## config.mk

```make
export PLATFORM = sky130hd
export DESIGN_NAME = alu8_core
export DESIGN_NICKNAME = d
export VERILOG_FILES = /design/src/rtl/alu8_pkg.sv /design/src/rtl/alu8_arith.sv /design/src/rtl/alu8_shift.sv /design/src/rtl/alu8_cond.sv /design/src/rtl/alu8_core.sv
export SDC_FILE = /design/constraint.sdc
export NUM_CORES = 1
export LEC_CHECK = 0
export CAP_MARGIN = 20
export CORE_ASPECT_RATIO = 1.5
export CORE_MARGIN = 8
export CORE_UTILIZATION = 66
export DETAILED_ROUTE_END_ITERATION = 6
export DONT_BUFFER_PORTS = 1
export GPL_TIMING_DRIVEN = 0
export PLACE_DENSITY = 0.82
export SKIP_LAST_GASP = 1
export SLEW_MARGIN = 10
export SYNTH_ARGS = -nofsm -noshare
export SYNTH_HDL_FRONTEND = slang
export SYNTH_SLANG_ARGS = --single-unit
```

## constraint.sdc

```tcl
create_clock -name clk -period 4.01 [get_ports clk]
set_clock_uncertainty 0.2 [all_clocks]
set_input_delay 0.401 -clock clk [delete_from_list [all_inputs] [get_ports clk]]
set_output_delay 0.401 -clock clk [all_outputs]
set_load 0.02 [all_outputs]
```

## src/rtl/alu8_pkg.sv

```systemverilog
package alu8_pkg;

    localparam int FLAG_W = 4;
    localparam int FLG_Z  = 0;
    localparam int FLG_C  = 1;
    localparam int FLG_V  = 2;
    localparam int FLG_N  = 3;

    typedef enum logic [3:0] {
        OP_ADD = 4'd0,
        OP_ADC = 4'd1,
        OP_SUB = 4'd2,
        OP_SBC = 4'd3,
        OP_CMP = 4'd4,
        OP_AND = 4'd5,
        OP_OR  = 4'd6,
        OP_XOR = 4'd7,
        OP_TST = 4'd8,
        OP_NOT = 4'd9,
        OP_SHR = 4'd10,
        OP_SHL = 4'd11,
        OP_ROR = 4'd12
    } alu_op_e;

    typedef enum logic [1:0] {
        SH_RIGHT = 2'd0,
        SH_LEFT  = 2'd1,
        SH_ROT   = 2'd2
    } shift_mode_e;

endpackage

```

## src/rtl/alu8_arith.sv

```systemverilog
module alu8_arith #(
    parameter int DATA_W = 8
) (
    input  logic [DATA_W-1:0] a,
    input  logic [DATA_W-1:0] b,
    input  logic              cin,
    input  logic              do_sub,
    output logic [DATA_W-1:0] sum,
    output logic              carry,
    output logic              ovf
);
    localparam int MSB = DATA_W - 1;

    logic [DATA_W-1:0] b_eff;
    logic              c_eff;
    logic              c_out;

    always_comb begin
        b_eff          = do_sub ? ~b : b;
        c_eff          = do_sub ? ~cin : cin;
        {c_out, sum}   = {1'b0, a} + {1'b0, b_eff} + {{DATA_W{1'b0}}, c_eff};
        carry          = do_sub ? ~c_out : c_out;
        ovf            = (a[MSB] == b_eff[MSB]) && (sum[MSB] != a[MSB]);
    end

endmodule

```

## src/rtl/alu8_shift.sv

```systemverilog
module alu8_shift
    import alu8_pkg::*;
#(
    parameter int DATA_W = 8,
    localparam int SH_W  = $clog2(DATA_W)
) (
    input  logic [DATA_W-1:0] d,
    input  logic [SH_W-1:0]   amt,
    input  shift_mode_e       mode,
    output logic [DATA_W-1:0] q,
    output logic              carry
);
    logic [2*DATA_W-1:0] dd;
    logic [DATA_W-1:0]   rot_tab [DATA_W];
    logic [DATA_W:0]     right_ext;
    logic [DATA_W:0]     left_ext;

    assign dd = {d, d};

    for (genvar k = 0; k < DATA_W; k++) begin : g_rot
        assign rot_tab[k] = dd[k +: DATA_W];
    end

    always_comb begin
        right_ext = {d, 1'b0} >> amt;
        left_ext  = {1'b0, d} << amt;
        unique case (mode)
            SH_RIGHT: begin
                q     = d >> amt;
                carry = right_ext[0];
            end
            SH_LEFT: begin
                q     = d << amt;
                carry = left_ext[DATA_W];
            end
            default: begin
                q     = rot_tab[amt];
                carry = right_ext[0];
            end
        endcase
    end

endmodule

```

## src/rtl/alu8_cond.sv

```systemverilog
module alu8_cond
    import alu8_pkg::*;
#(
    parameter int N_EXT  = 4,
    localparam int N_SRC = FLAG_W + N_EXT,
    localparam int SEL_W = $clog2(N_SRC)
) (
    input  logic [FLAG_W-1:0] flags,
    input  logic [N_EXT-1:0]  status_in,
    input  logic [SEL_W-1:0]  sel,
    output logic              cond
);
    logic [N_SRC-1:0] src;

    assign src  = {status_in, flags};
    assign cond = src[sel];

endmodule

```

## src/rtl/alu8_core.sv

```systemverilog
module alu8_core
    import alu8_pkg::*;
#(
    parameter int DATA_W = 8,
    parameter int N_EXT  = 4,
    localparam int SH_W  = $clog2(DATA_W),
    localparam int SEL_W = $clog2(FLAG_W + N_EXT)
) (
    input  logic              clk,
    input  logic              rst_n,
    input  logic              op_valid,
    input  logic [3:0]        op_code,
    input  logic [DATA_W-1:0] opnd_a,
    input  logic [DATA_W-1:0] opnd_b,
    input  logic [SH_W-1:0]   shift_amt,
    input  logic [SEL_W-1:0]  cond_sel,
    input  logic [N_EXT-1:0]  status_in,
    output logic [DATA_W-1:0] result,
    output logic              result_we,
    output logic [FLAG_W-1:0] flags,
    output logic              cond_true
);
    localparam int MSB = DATA_W - 1;

    alu_op_e            op;
    logic [DATA_W-1:0]  res_q, res_d;
    logic               we_q, we_d;
    logic [FLAG_W-1:0]  flags_q, flags_d;

    logic               ar_sub, ar_cin, ar_c, ar_v;
    logic [DATA_W-1:0]  ar_sum;
    shift_mode_e        sh_mode;
    logic [DATA_W-1:0]  sh_q;
    logic               sh_c;

    assign op = alu_op_e'(op_code);

    // Arithmetic path: borrow-as-carry on subtract, carry flag feeds the with-carry forms
    assign ar_sub = (op == OP_SUB) || (op == OP_SBC) || (op == OP_CMP);
    assign ar_cin = ((op == OP_ADC) || (op == OP_SBC)) ? flags_q[FLG_C] : 1'b0;

    alu8_arith #(.DATA_W(DATA_W)) i_arith (
        .a      (opnd_a),
        .b      (opnd_b),
        .cin    (ar_cin),
        .do_sub (ar_sub),
        .sum    (ar_sum),
        .carry  (ar_c),
        .ovf    (ar_v)
    );

    always_comb begin
        unique case (op)
            OP_SHL:  sh_mode = SH_LEFT;
            OP_ROR:  sh_mode = SH_ROT;
            default: sh_mode = SH_RIGHT;
        endcase
    end

    alu8_shift #(.DATA_W(DATA_W)) i_shift (
        .d     (opnd_a),
        .amt   (shift_amt),
        .mode  (sh_mode),
        .q     (sh_q),
        .carry (sh_c)
    );

    alu8_cond #(.N_EXT(N_EXT)) i_cond (
        .flags     (flags_q),
        .status_in (status_in),
        .sel       (cond_sel),
        .cond      (cond_true)
    );

    // Next-state process
    always_comb begin
        logic [DATA_W-1:0] val;
        logic              wr, upd_nz;
        val     = '0;
        wr      = 1'b0;
        upd_nz  = 1'b0;
        flags_d = flags_q;
        if (op_valid) begin
            unique case (op)
                OP_ADD, OP_ADC, OP_SUB, OP_SBC, OP_CMP: begin
                    val            = ar_sum;
                    wr             = (op != OP_CMP);
                    upd_nz         = 1'b1;
                    flags_d[FLG_C] = ar_c;
                    flags_d[FLG_V] = ar_v;
                end
                OP_AND, OP_TST: begin
                    val    = opnd_a & opnd_b;
                    wr     = (op == OP_AND);
                    upd_nz = 1'b1;
                end
                OP_OR: begin
                    val    = opnd_a | opnd_b;
                    wr     = 1'b1;
                    upd_nz = 1'b1;
                end
                OP_XOR: begin
                    val    = opnd_a ^ opnd_b;
                    wr     = 1'b1;
                    upd_nz = 1'b1;
                end
                OP_NOT: begin
                    val    = ~opnd_a;
                    wr     = 1'b1;
                    upd_nz = 1'b1;
                end
                OP_SHR, OP_SHL, OP_ROR: begin
                    val            = sh_q;
                    wr             = 1'b1;
                    upd_nz         = 1'b1;
                    flags_d[FLG_C] = sh_c;
                end
                default: begin
                    val    = '0;
                    wr     = 1'b0;
                    upd_nz = 1'b0;
                end
            endcase
        end
        if (upd_nz) begin
            flags_d[FLG_Z] = (val == '0);
            flags_d[FLG_N] = (val != '0) && val[MSB];
        end
        res_d = wr ? val : res_q;
        we_d  = wr;
    end

    // State register process
    always_ff @(posedge clk) begin
        if (!rst_n) begin
            res_q   <= '0;
            we_q    <= 1'b0;
            flags_q <= '0;
        end else begin
            res_q   <= res_d;
            we_q    <= we_d;
            flags_q <= flags_d;
        end
    end

    assign result    = res_q;
    assign result_we = we_q;
    assign flags     = flags_q;

    // idle and reserved cycles hold the state
    a_r10_idle_hold: assert property (@(posedge clk) disable iff (!rst_n)
        (!op_valid || op_code > 4'd12) |=> (!result_we && $stable(flags) && $stable(result)));

    // compare and test never write
    a_r4_no_write: assert property (@(posedge clk) disable iff (!rst_n)
        (op_valid && (op_code == 4'd4 || op_code == 4'd8)) |=> (!result_we && $stable(result)));

    // logic ops keep C and V
    a_r5_keep_cv: assert property (@(posedge clk) disable iff (!rst_n)
        (op_valid && op_code >= 4'd5 && op_code <= 4'd9) |=>
        (flags[FLG_C] == $past(flags[FLG_C]) && flags[FLG_V] == $past(flags[FLG_V])));

    // Z tracks a written result
    a_r6_z_match: assert property (@(posedge clk) disable iff (!rst_n)
        result_we |-> (flags[FLG_Z] == (result == '0)));

    // Z and N exclusive
    a_r6_zn_excl: assert property (@(posedge clk) disable iff (!rst_n)
        !(flags[FLG_Z] && flags[FLG_N]));

    // V untouched by shifts and rotates
    a_r7_shift_keep_v: assert property (@(posedge clk) disable iff (!rst_n)
        (op_valid && op_code >= 4'd10 && op_code <= 4'd12) |=> $stable(flags[FLG_V]));

endmodule

```

==> qor.yml, run 1 <==
layout_commonest_cell: "nand2_1"
crit_path_end: "flags[0]"
clock-root-buffer: "clkbuf_8"
dp_slack_ns: -0.3423
final_cell_mix: "nand2_1, nor2_1, ha_1, a21oi_1, inv_1"
numClockSinks: 13
final_cell_count_no_fill: 372
irDropWorstVdd_mv: 0.3270
switching_share_pct: 41.31
dieWidth_um: 66.80
p_int_uw: 344.8
diodes: 0
fin_nets: 388
synthesis.nets: 383
grt_pass1_wl_mm: 12.56
vias: 2564
crit_path_frequent_cell: "nor2_1"
netSwitchingPower_uw: 242.6
wl_per_cell_um: 21.42
dpl.hpwl_mm: 6.395
yosys_warnings: 0
grt_pass1_vias: 2606
route.detailed.drc: 0
wirelength_mm: 7.970
required_ns: 3.99
r2r_end: "flags[0]"
p_clk_share_pct: 19.2
drive_gt1_share_pct: 14.29
path_cells: "buf_2 -> buf_4 -> clkbuf_4 -> nand2_1 -> xor2_1 -> nor2_1 -> nor2_1 -> nor2_1 -> fa_2 -> fa_1 -> a21o_1 -> a21oi_1 -> xnor2_1 -> a221o_1 -> a21oi_1 -> and4_1 -> a41o_1"
cp.depth: 17
clk_pin_slew_ns: 0.05
cts_tree: "yes"
worstSetupPathType: "in2reg"
area_delta_synth_final_pct: 4.408
p_seq_share_pct: 27.5
synth_area_um2: 2555
num_rows: 27
grt_max_degree: 11
setup_viol: 0
start_util_pct: 69.38
core_area_um2: 3682
comb_power_share_pct: 53.3
cts_hold_buf: 0
cp_max_fo: 10
timing.final.ws_setup_ns: 0.1843
start_kind: "input pin"
fin_crit_ns: 3.826
gp_congestion: 1.016
synth-seq-cells: 13
worstMarginPinSlew_ns: 0.7227
rrSetupSlack_ns: 0.47
fin_crit_sh_pct: 95.40
postCtsSetupRepairBufs: 0
via_per_inst: 6.892
grt_setup_unrepaired: "false"
hold-path-cell-count: 1
dp.cells: 368
crit_family: "compound AO/OA/AOI/OAI gates"
port_buffers: 0
ant_nets: 0
ff2ff_path_depth: 14
finalPower_uw: 587.4
async_reset_ff_share_pct: 0
ys_seq_area_share_pct: 10.19
die_height_um: 92.20
synth_edf_count: 0
numCtsBuffers: 3
hold_violations: 0
avgSynthCellArea_um2: 7.861
p_leak_uw: 0.001125
end_kind: "register"
status: "complete, no violations"
fmax_mhz: 261.4
clock_latency_ns: 0.23
synth.distinct_cells: 64
startpoint: "op_code[0]"
grt_overflow_total: 0
setup_tns_ns: 0
grt_usage_pct: 25.56
worstPathArrival_ns: 3.81
drv_slew: 0
io_pins: 47
p_per_area_nw_per_um2: 220.2
dieArea_um2: 6159
grt_antenna_before_repair: 0
timing.rr.start: "flags[1]"
drtIter0Drc: 192
postCtsResizedCells: 2
min_path_type: "in2reg"
first_pass_iters: 4
holdWs_ns: 0.06416
clk_path_buf_depth: 2
syn_inst: 325
maxCapViolations: 0
h-tree-depth: 1
cpPeakStageDelay_ns: 0.45
slowest_stage: "fa_1"
worst-path-buf-inv: 3
synth_top_flop_cell: "dfxtp_1"
slew_headroom_pct: 51.50
==> synth_stat cells, types with 6 or more instances <==
library cell  count  area, um2
nand2_1          26      97.59
nor2_1           24      90.09
ha_1             23      287.8
a21oi_1          22      110.1
inv_1            20      75.07
o21ai_0          16      80.08
clkbuf_1         13      48.80
dfxtp_1          13      260.3
a211oi_1         12      90.09
buf_2            12      60.06
xnor2_1          12      105.1
mux2i_1          11      110.1
mux4_2           11      247.7
nor3_1           10      50.05
a31oi_1           6      37.54
==> metal layers <==
metal	GRT usage, %	wire length (um)	share of wire, %	vias to the layer above
met5	0	0	0	-
met4	14.31	369	4.6	0
met3	3.289	574	7.2	31
met2	46.84	4218	53	103
met1	26.17	2808	35	1217
li1	-	-	-	1213
==> power by group through the flow <==
stage	sequential [uW]	clock (uW)	combinational, uW
2_1_floorplan	161	0	241
3_3_place_gp	164	0	298
3_5_place_dp	165	0	303
4_1_cts	162	111	306
5_1_grt	163	116	342
6_report	161	113	313
==> per-stage QoR <==
step                      instance area (um2)  utilization, %
after floorplan                          2555               -
after global placement                   2609           70.85
after detailed placement                 2609           70.85
after CTS                                2660           72.24
after global routing                     2668           72.44
final                                    2668           72.44
==> area by class of cell <==
type | instances | area, um2
Inverter | 20 | 75.07
Buffer | 29 | 152.6
Tap cell | 43 | 53.80
Fill cell | 315 | 1015
Sequential cell | 13 | 260.3
Clock buffer | 4 | 45.04
Multi-Input combinational cell | 263 | 2081
==> flip-flops by register name, summed over array words and instances (netlist names) <==
signal	flops
result	8
flags	4
result_we	1
==> kinds of logic (layout without fill, tap and decap cells) <==
logic type / count (synthesis) / after routing / synth area share, %
mux: 27 / 27 / 16.21
buf+inv: 49 / 53 / 8.668
simple gates: 94 / 94 / 18.95
xor+xnor: 17 / 17 / 5.828
compound gates: 100 / 100 / 27.33
fa+ha+maj: 25 / 25 / 12.83
flops: 13 / 13 / 10.19
==> how the worst min path moves through the flow <==
| stage | startpoint | end | slack [ns] |
|---|---|---|---|
| 2_1_floorplan | op_valid | flags[1] | 0.30 |
| 3_3_place_gp | op_valid | flags[1] | 0.31 |
| 3_5_place_dp | op_valid | flags[1] | 0.31 |
| 4_1_cts | op_valid | flags[1] | 0.07 |
| 5_1_grt | op_valid | flags[1] | 0.07 |
| 6_report | op_valid | flags[1] | 0.06 |
Note: power is estimated with default switching activity, not from simulation.
==> inputs of run 2 (changes only) <==
--- a/config.mk
+++ b/config.mk
@@ -12,7 +12,9 @@
 export DETAILED_ROUTE_END_ITERATION = 6
 export DONT_BUFFER_PORTS = 1
 export GPL_TIMING_DRIVEN = 0
+export HOLD_SLACK_MARGIN = 0.05
 export PLACE_DENSITY = 0.82
+export REMOVE_ABC_BUFFERS = 1
 export SKIP_LAST_GASP = 1
 export SLEW_MARGIN = 10
 export SYNTH_ARGS = -nofsm -noshare
==> run 2 against run 1 <==
Net effect: critical path depth decreased by 4; clock power increased by 4%; global-route usage decreased by 3.6 points; core utilization decreased by 4.3 points; power decreased by 9.0%.
==> qor.yml, run 2 (same netlist as run 1, synthesis figures left out) <==
postCtsResizedCells: 0  # -2
dp_slack_ns: 0.04650  # +0.3888 ns
place_area_um2: 2462  # -5.6%
dp.cells: 339  # -7.9%
numCtsBuffers: 3  # unchanged
gp_congestion: 0.8659  # -15%
end_kind: "register"
numClockSinks: 13  # unchanged
required_ns: 4.00  # about the same
min_to: "flags[1]"
final_cell_mix: "nand2_1, nor2_1, ha_1, a21oi_1, inv_1"
p_leak_uw: 0.001037  # -7.9%
grt_overflow_total: 0  # unchanged
dieWidth_um: 66.80  # unchanged
clock_latency_ns: 0.25  # +0.02 ns
wl_per_cell_um: 20.12  # -6.1%
cp_max_fo: 15  # +5
via_per_inst: 7.157  # +3.8%
setup_viol: 0  # unchanged
cts_tree: "yes"
timing.rr.start: "flags[1]"
start_util_pct: 69.38  # unchanged
vias: 2455  # -4.3%
status: "complete, no violations"
timing.final.ws_setup_ns: 0.2835  # +0.09924 ns
diodes: 0  # unchanged
fin_crit_ns: 3.726  # -0.09924 ns
io_pins: 47  # unchanged
grt_antenna_before_repair: 0  # unchanged
worstSetupPathType: "in2reg"
min_path_type: "in2reg"
nFillCells: 327  # +3.8%
ff2ff_path_depth: 14  # unchanged
grt_pass1_vias: 2263  # -13%
area_delta_synth_final_pct: -1.861
grt_usage_pct: 21.96  # -3.6 points
layout_commonest_cell: "nand2_1"
core_area_um2: 3682  # unchanged
drive_gt1_share_pct: 9.667  # -4.6 points
slew_headroom_pct: 32.68  # -19 points
drtIter0Drc: 159  # -17%
p_per_area_nw_per_um2: 213.3  # -3.2%
hold-path-cell-count: 1  # unchanged
ant_nets: 0  # unchanged
hp-start: "op_valid"
fin_nets: 359  # -7.5%
h-tree-depth: 1  # unchanged
r2r_end: "flags[0]"
grt_max_degree: 34  # +23
worstPathArrival_ns: 3.72  # -0.09 ns
finalInstanceArea_um2: 2507  # -6.0%
cts_hold_buf: 0  # unchanged
clk_path_buf_depth: 2  # unchanged
dpl.hpwl_mm: 5.192  # -19%
irDropWorstVdd_mv: 0.2210  # -32%
setup_tns_ns: 0  # unchanged
largest_reg_flops: 8  # unchanged
postCtsSetupRepairBufs: 0  # unchanged
route.detailed.drc: 0  # unchanged
hold_violations: 0  # unchanged
first_pass_iters: 7  # +3
num_rows: 27  # unchanged
grt_setup_unrepaired: "false"
fin_crit_sh_pct: 92.93  # -2.5 points
final_cell_count_no_fill: 343  # -7.8%
grt_pass1_wl_mm: 10.91  # -13%
worstMarginPinSlew_ns: 1.010  # +0.2871 ns
wirelength_mm: 6.900  # -13%
clk_pin_slew_ns: 0.05  # about the same
port_buffers: 0  # unchanged
fin_util_pct: 68.09  # -4.3 points
rrSetupSlack_ns: 0.52  # +0.05 ns
drv_slew: 0  # unchanged
start_kind: "input pin"
dieArea_um2: 6159  # unchanged
fmax_mhz: 268.4  # +2.7%
die_height_um: 92.20  # unchanged
maxCapViolations: 0  # unchanged
clock-root-buffer: "clkbuf_8"
==> run 2: how the worst max path moves through the flow <==
stage                           from        to  slack [ns]  depth (start not counted)
after floorplan           op_code[1]  flags[0]        0.53                         13
after global placement    op_code[1]  flags[0]        0.08                         13
after detailed placement  op_code[1]  flags[0]        0.05                         13
after CTS                 op_code[1]  flags[0]        0.28                         13
after global routing      op_code[1]  flags[0]        0.03                         13
final                     op_code[1]  flags[0]        0.28                         13
==> run 2: per-layer routing <==
| metal | vias to the layer above | wire length, um | GRT usage [%] |
|---|---|---|---|
| li1 | 1158 | - | - |
| met1 | 1140 | 2468 | 25.30 |
| met2 | 131 | 3309 | 36.35 |
| met3 | 26 | 796 | 3.776 |
| met4 | 0 | 325 | 12.52 |
| met5 | - | 0 | 0 |
==> run 2: final cells by class <==
cell class	instances	area, um2	share of cell area [%]
multi-input cells	263	2073	82.68
flip-flops and latches	13	260.3	10.38
inverters	20	75.07	2.994
well taps	43	53.80	2.146
clock buffers	4	45.04	1.796
==> run 2: power breakdown <==
| group | total (uW) | switching (uW) | internal (uW) | leakage (uW) |
|---|---|---|---|---|
| clock | 117 | 46.6 | 70.2 | 0.0000228 |
| combinational | 257 | 133 | 124 | 0.000907 |
| sequential | 161 | 20.6 | 140 | 0.000107 |
| total | 535 | 200 | 335 | 0.00104 |
==> run 2: stage by stage <==
stage               hold WS, ns  power [uW]
global route            0.06270       565.9
detailed placement       0.3125       416.2
finish                  0.05452       534.8
global placement         0.3066       410.4
floorplan                0.3010       369.6
CTS                     0.05700       530.5
==> run 2: worst max-delay path, stage by stage <==
cell and delay (ns):
nor3b_2 0.21, nor2_1 0.08, nor2_2 0.53, xnor2_1 0.18
fa_1 0.49, fa_1 0.46, a21o_1 0.18, a21oi_1 0.18
xnor2_1 0.10, a221o_1 0.33, a21oi_1 0.17, and4_1 0.23
a41o_1 0.18
==> inputs of run 3 (changes only) <==
--- a/config.mk
+++ b/config.mk
@@ -14,6 +14,7 @@
 export GPL_TIMING_DRIVEN = 0
 export HOLD_SLACK_MARGIN = 0.05
 export PLACE_DENSITY = 0.82
+export RECOVER_POWER = 100
 export REMOVE_ABC_BUFFERS = 1
 export SKIP_LAST_GASP = 1
 export SLEW_MARGIN = 10
==> run 3 against run 2 <==
Net effect: power is essentially flat; setup slack lost 0.0076 ns; register-to-register slack lost 0.02 ns; hold slack is essentially flat; clock-buffer cell count is the same.
==> qor.yml, run 3 (same netlist as run 1, synthesis figures left out) <==
postCtsResizedCells: 0  # unchanged
finalInstanceArea_um2: 2507  # unchanged
vias: 2477  # +0.90%
via_per_inst: 7.222  # +0.90%
multi_input_comb_area_um2: 2073  # unchanged
postCtsSetupRepairBufs: 0  # unchanged
maxCapViolations: 0  # unchanged
final_cell_mix: "nand2_1, nor2_1, ha_1, a21oi_1, inv_1"
diodes: 0  # unchanged
num_rows: 27  # unchanged
cts_hold_buf: 0  # unchanged
holdWs_ns: 0.05454  # +0.00001550 ns
start_util_pct: 69.38  # unchanged
clk_path_buf_depth: 2  # unchanged
required_ns: 4.00  # about the same
numClockSinks: 13  # unchanged
hp-start: "op_valid"
worstMarginPinSlew_ns: 0.9989  # -0.01083 ns
io_pins: 47  # unchanged
ant_nets: 0  # unchanged
start_kind: "input pin"
layout_commonest_cell: "nand2_1"
setup_viol: 0  # unchanged
clock_latency_ns: 0.25  # about the same
h-tree-depth: 1  # unchanged
setup_tns_ns: 0  # unchanged
route.detailed.drc: 0  # unchanged
grt_overflow_total: 0  # unchanged
dieWidth_um: 66.80  # unchanged
path_cells: "nor3b_2 -> nor2_1 -> nor2_2 -> xnor2_1 -> fa_1 -> fa_1 -> a21o_1 -> a21oi_1 -> xnor2_1 -> a221o_1 -> a21oi_1 -> and4_1 -> a41o_1"
wl_per_cell_um: 20.07  # -0.25%
worstPathArrival_ns: 3.73  # about the same
timing.rr.start: "flags[1]"
worstSetupPathType: "in2reg"
drv_slew: 0  # unchanged
die_height_um: 92.20  # unchanged
worst-path-buf-inv: 0  # unchanged
clk_pin_slew_ns: 0.05  # about the same
port_buffers: 0  # unchanged
numCtsBuffers: 3  # unchanged
status: "complete, no violations"
largest_reg_flops: 8  # unchanged
slew_headroom_pct: 33.40  # +0.72 points
cts_tree: "yes"
cp_max_fo: 15  # unchanged
crit_family: "simple AND/OR/NAND/NOR gates"
grt_pass1_vias: 2263  # unchanged
drive_gt1_share_pct: 9.333  # -0.33 points
p_leak_uw: 0.001037  # about the same
nFillCells: 327  # unchanged
wirelength_mm: 6.883  # -0.25%
fin_crit_ns: 3.734  # +0.007589 ns
seq_area_um2: 260.3  # unchanged
clock-root-buffer: "clkbuf_8"
gp_congestion: 0.8659  # unchanged
fmax_mhz: 267.8  # -0.20%
grt_pass1_wl_mm: 10.91  # unchanged
area_delta_synth_final_pct: -1.861  # unchanged
dieArea_um2: 6159  # unchanged
hold_violations: 0  # unchanged
drtIter0Drc: 159  # unchanged
grt_usage_pct: 21.96  # unchanged
first_pass_iters: 7  # unchanged
slowest_stage: "nor2_2"
p_per_area_nw_per_um2: 213.2  # about the same
grt_setup_unrepaired: "false"
startpoint: "op_code[1]"
fin_nets: 359  # unchanged
dpl.hpwl_mm: 5.192  # unchanged
fin_util_pct: 68.09  # unchanged
core_area_um2: 3682  # unchanged
place_area_um2: 2462  # unchanged
grt_antenna_before_repair: 0  # unchanged
end_kind: "register"
fin_crit_sh_pct: 93.12  # +0.19 points
cpPeakStageDelay_ns: 0.52  # about the same
grt_max_degree: 34  # unchanged
min_path_type: "in2reg"
irDropWorstVdd_mv: 0.2216  # +0.27%
run 3: report_power, final:
part	leakage, uW	internal (uW)	switching (uW)
clock	0.0000228	70.2	46.6
combinational	0.000907	124	133
sequential	0.000107	140	20.7
run 3: through the flow:
stage	instances	power [uW]	setup slack (ns)
6_report	343	534.5	0.2759
4_1_cts	343	530.5	0.2838
2_1_floorplan	296	369.6	0.5307
3_5_place_dp	339	416.2	0.04650
5_1_grt	343	565.6	0.02633
3_3_place_gp	339	410.4	0.08309
run 3: layout make-up:
class,instances,area share (%)
multi-input combinational,263,82.68
sequential,13,10.38
inverter,20,2.994
tap,43,2.146
clock buffer,4,1.796
run 3: path summary, 6_finish.rpt:
check | end | slack (ns) | cells after the start
worst min-delay path | flags[1] | 0.05 | 1
worst min register to register | result[5] | 0.40 | 2
worst max-delay path | flags[0] | 0.28 | 13
worst max register to register | flags[0] | 0.50 | 14
run 3: per-layer routing:
| metal | vias to the layer above | track usage [%] | wire (um) |
|---|---|---|---|
| li1 | 1157 | - | - |
| met1 | 1145 | 25.30 | 2407 |
| met2 | 145 | 36.35 | 3271 |
| met3 | 30 | 3.776 | 843 |
| met4 | 0 | 12.52 | 360 |
| met5 | - | 0 | 0 |
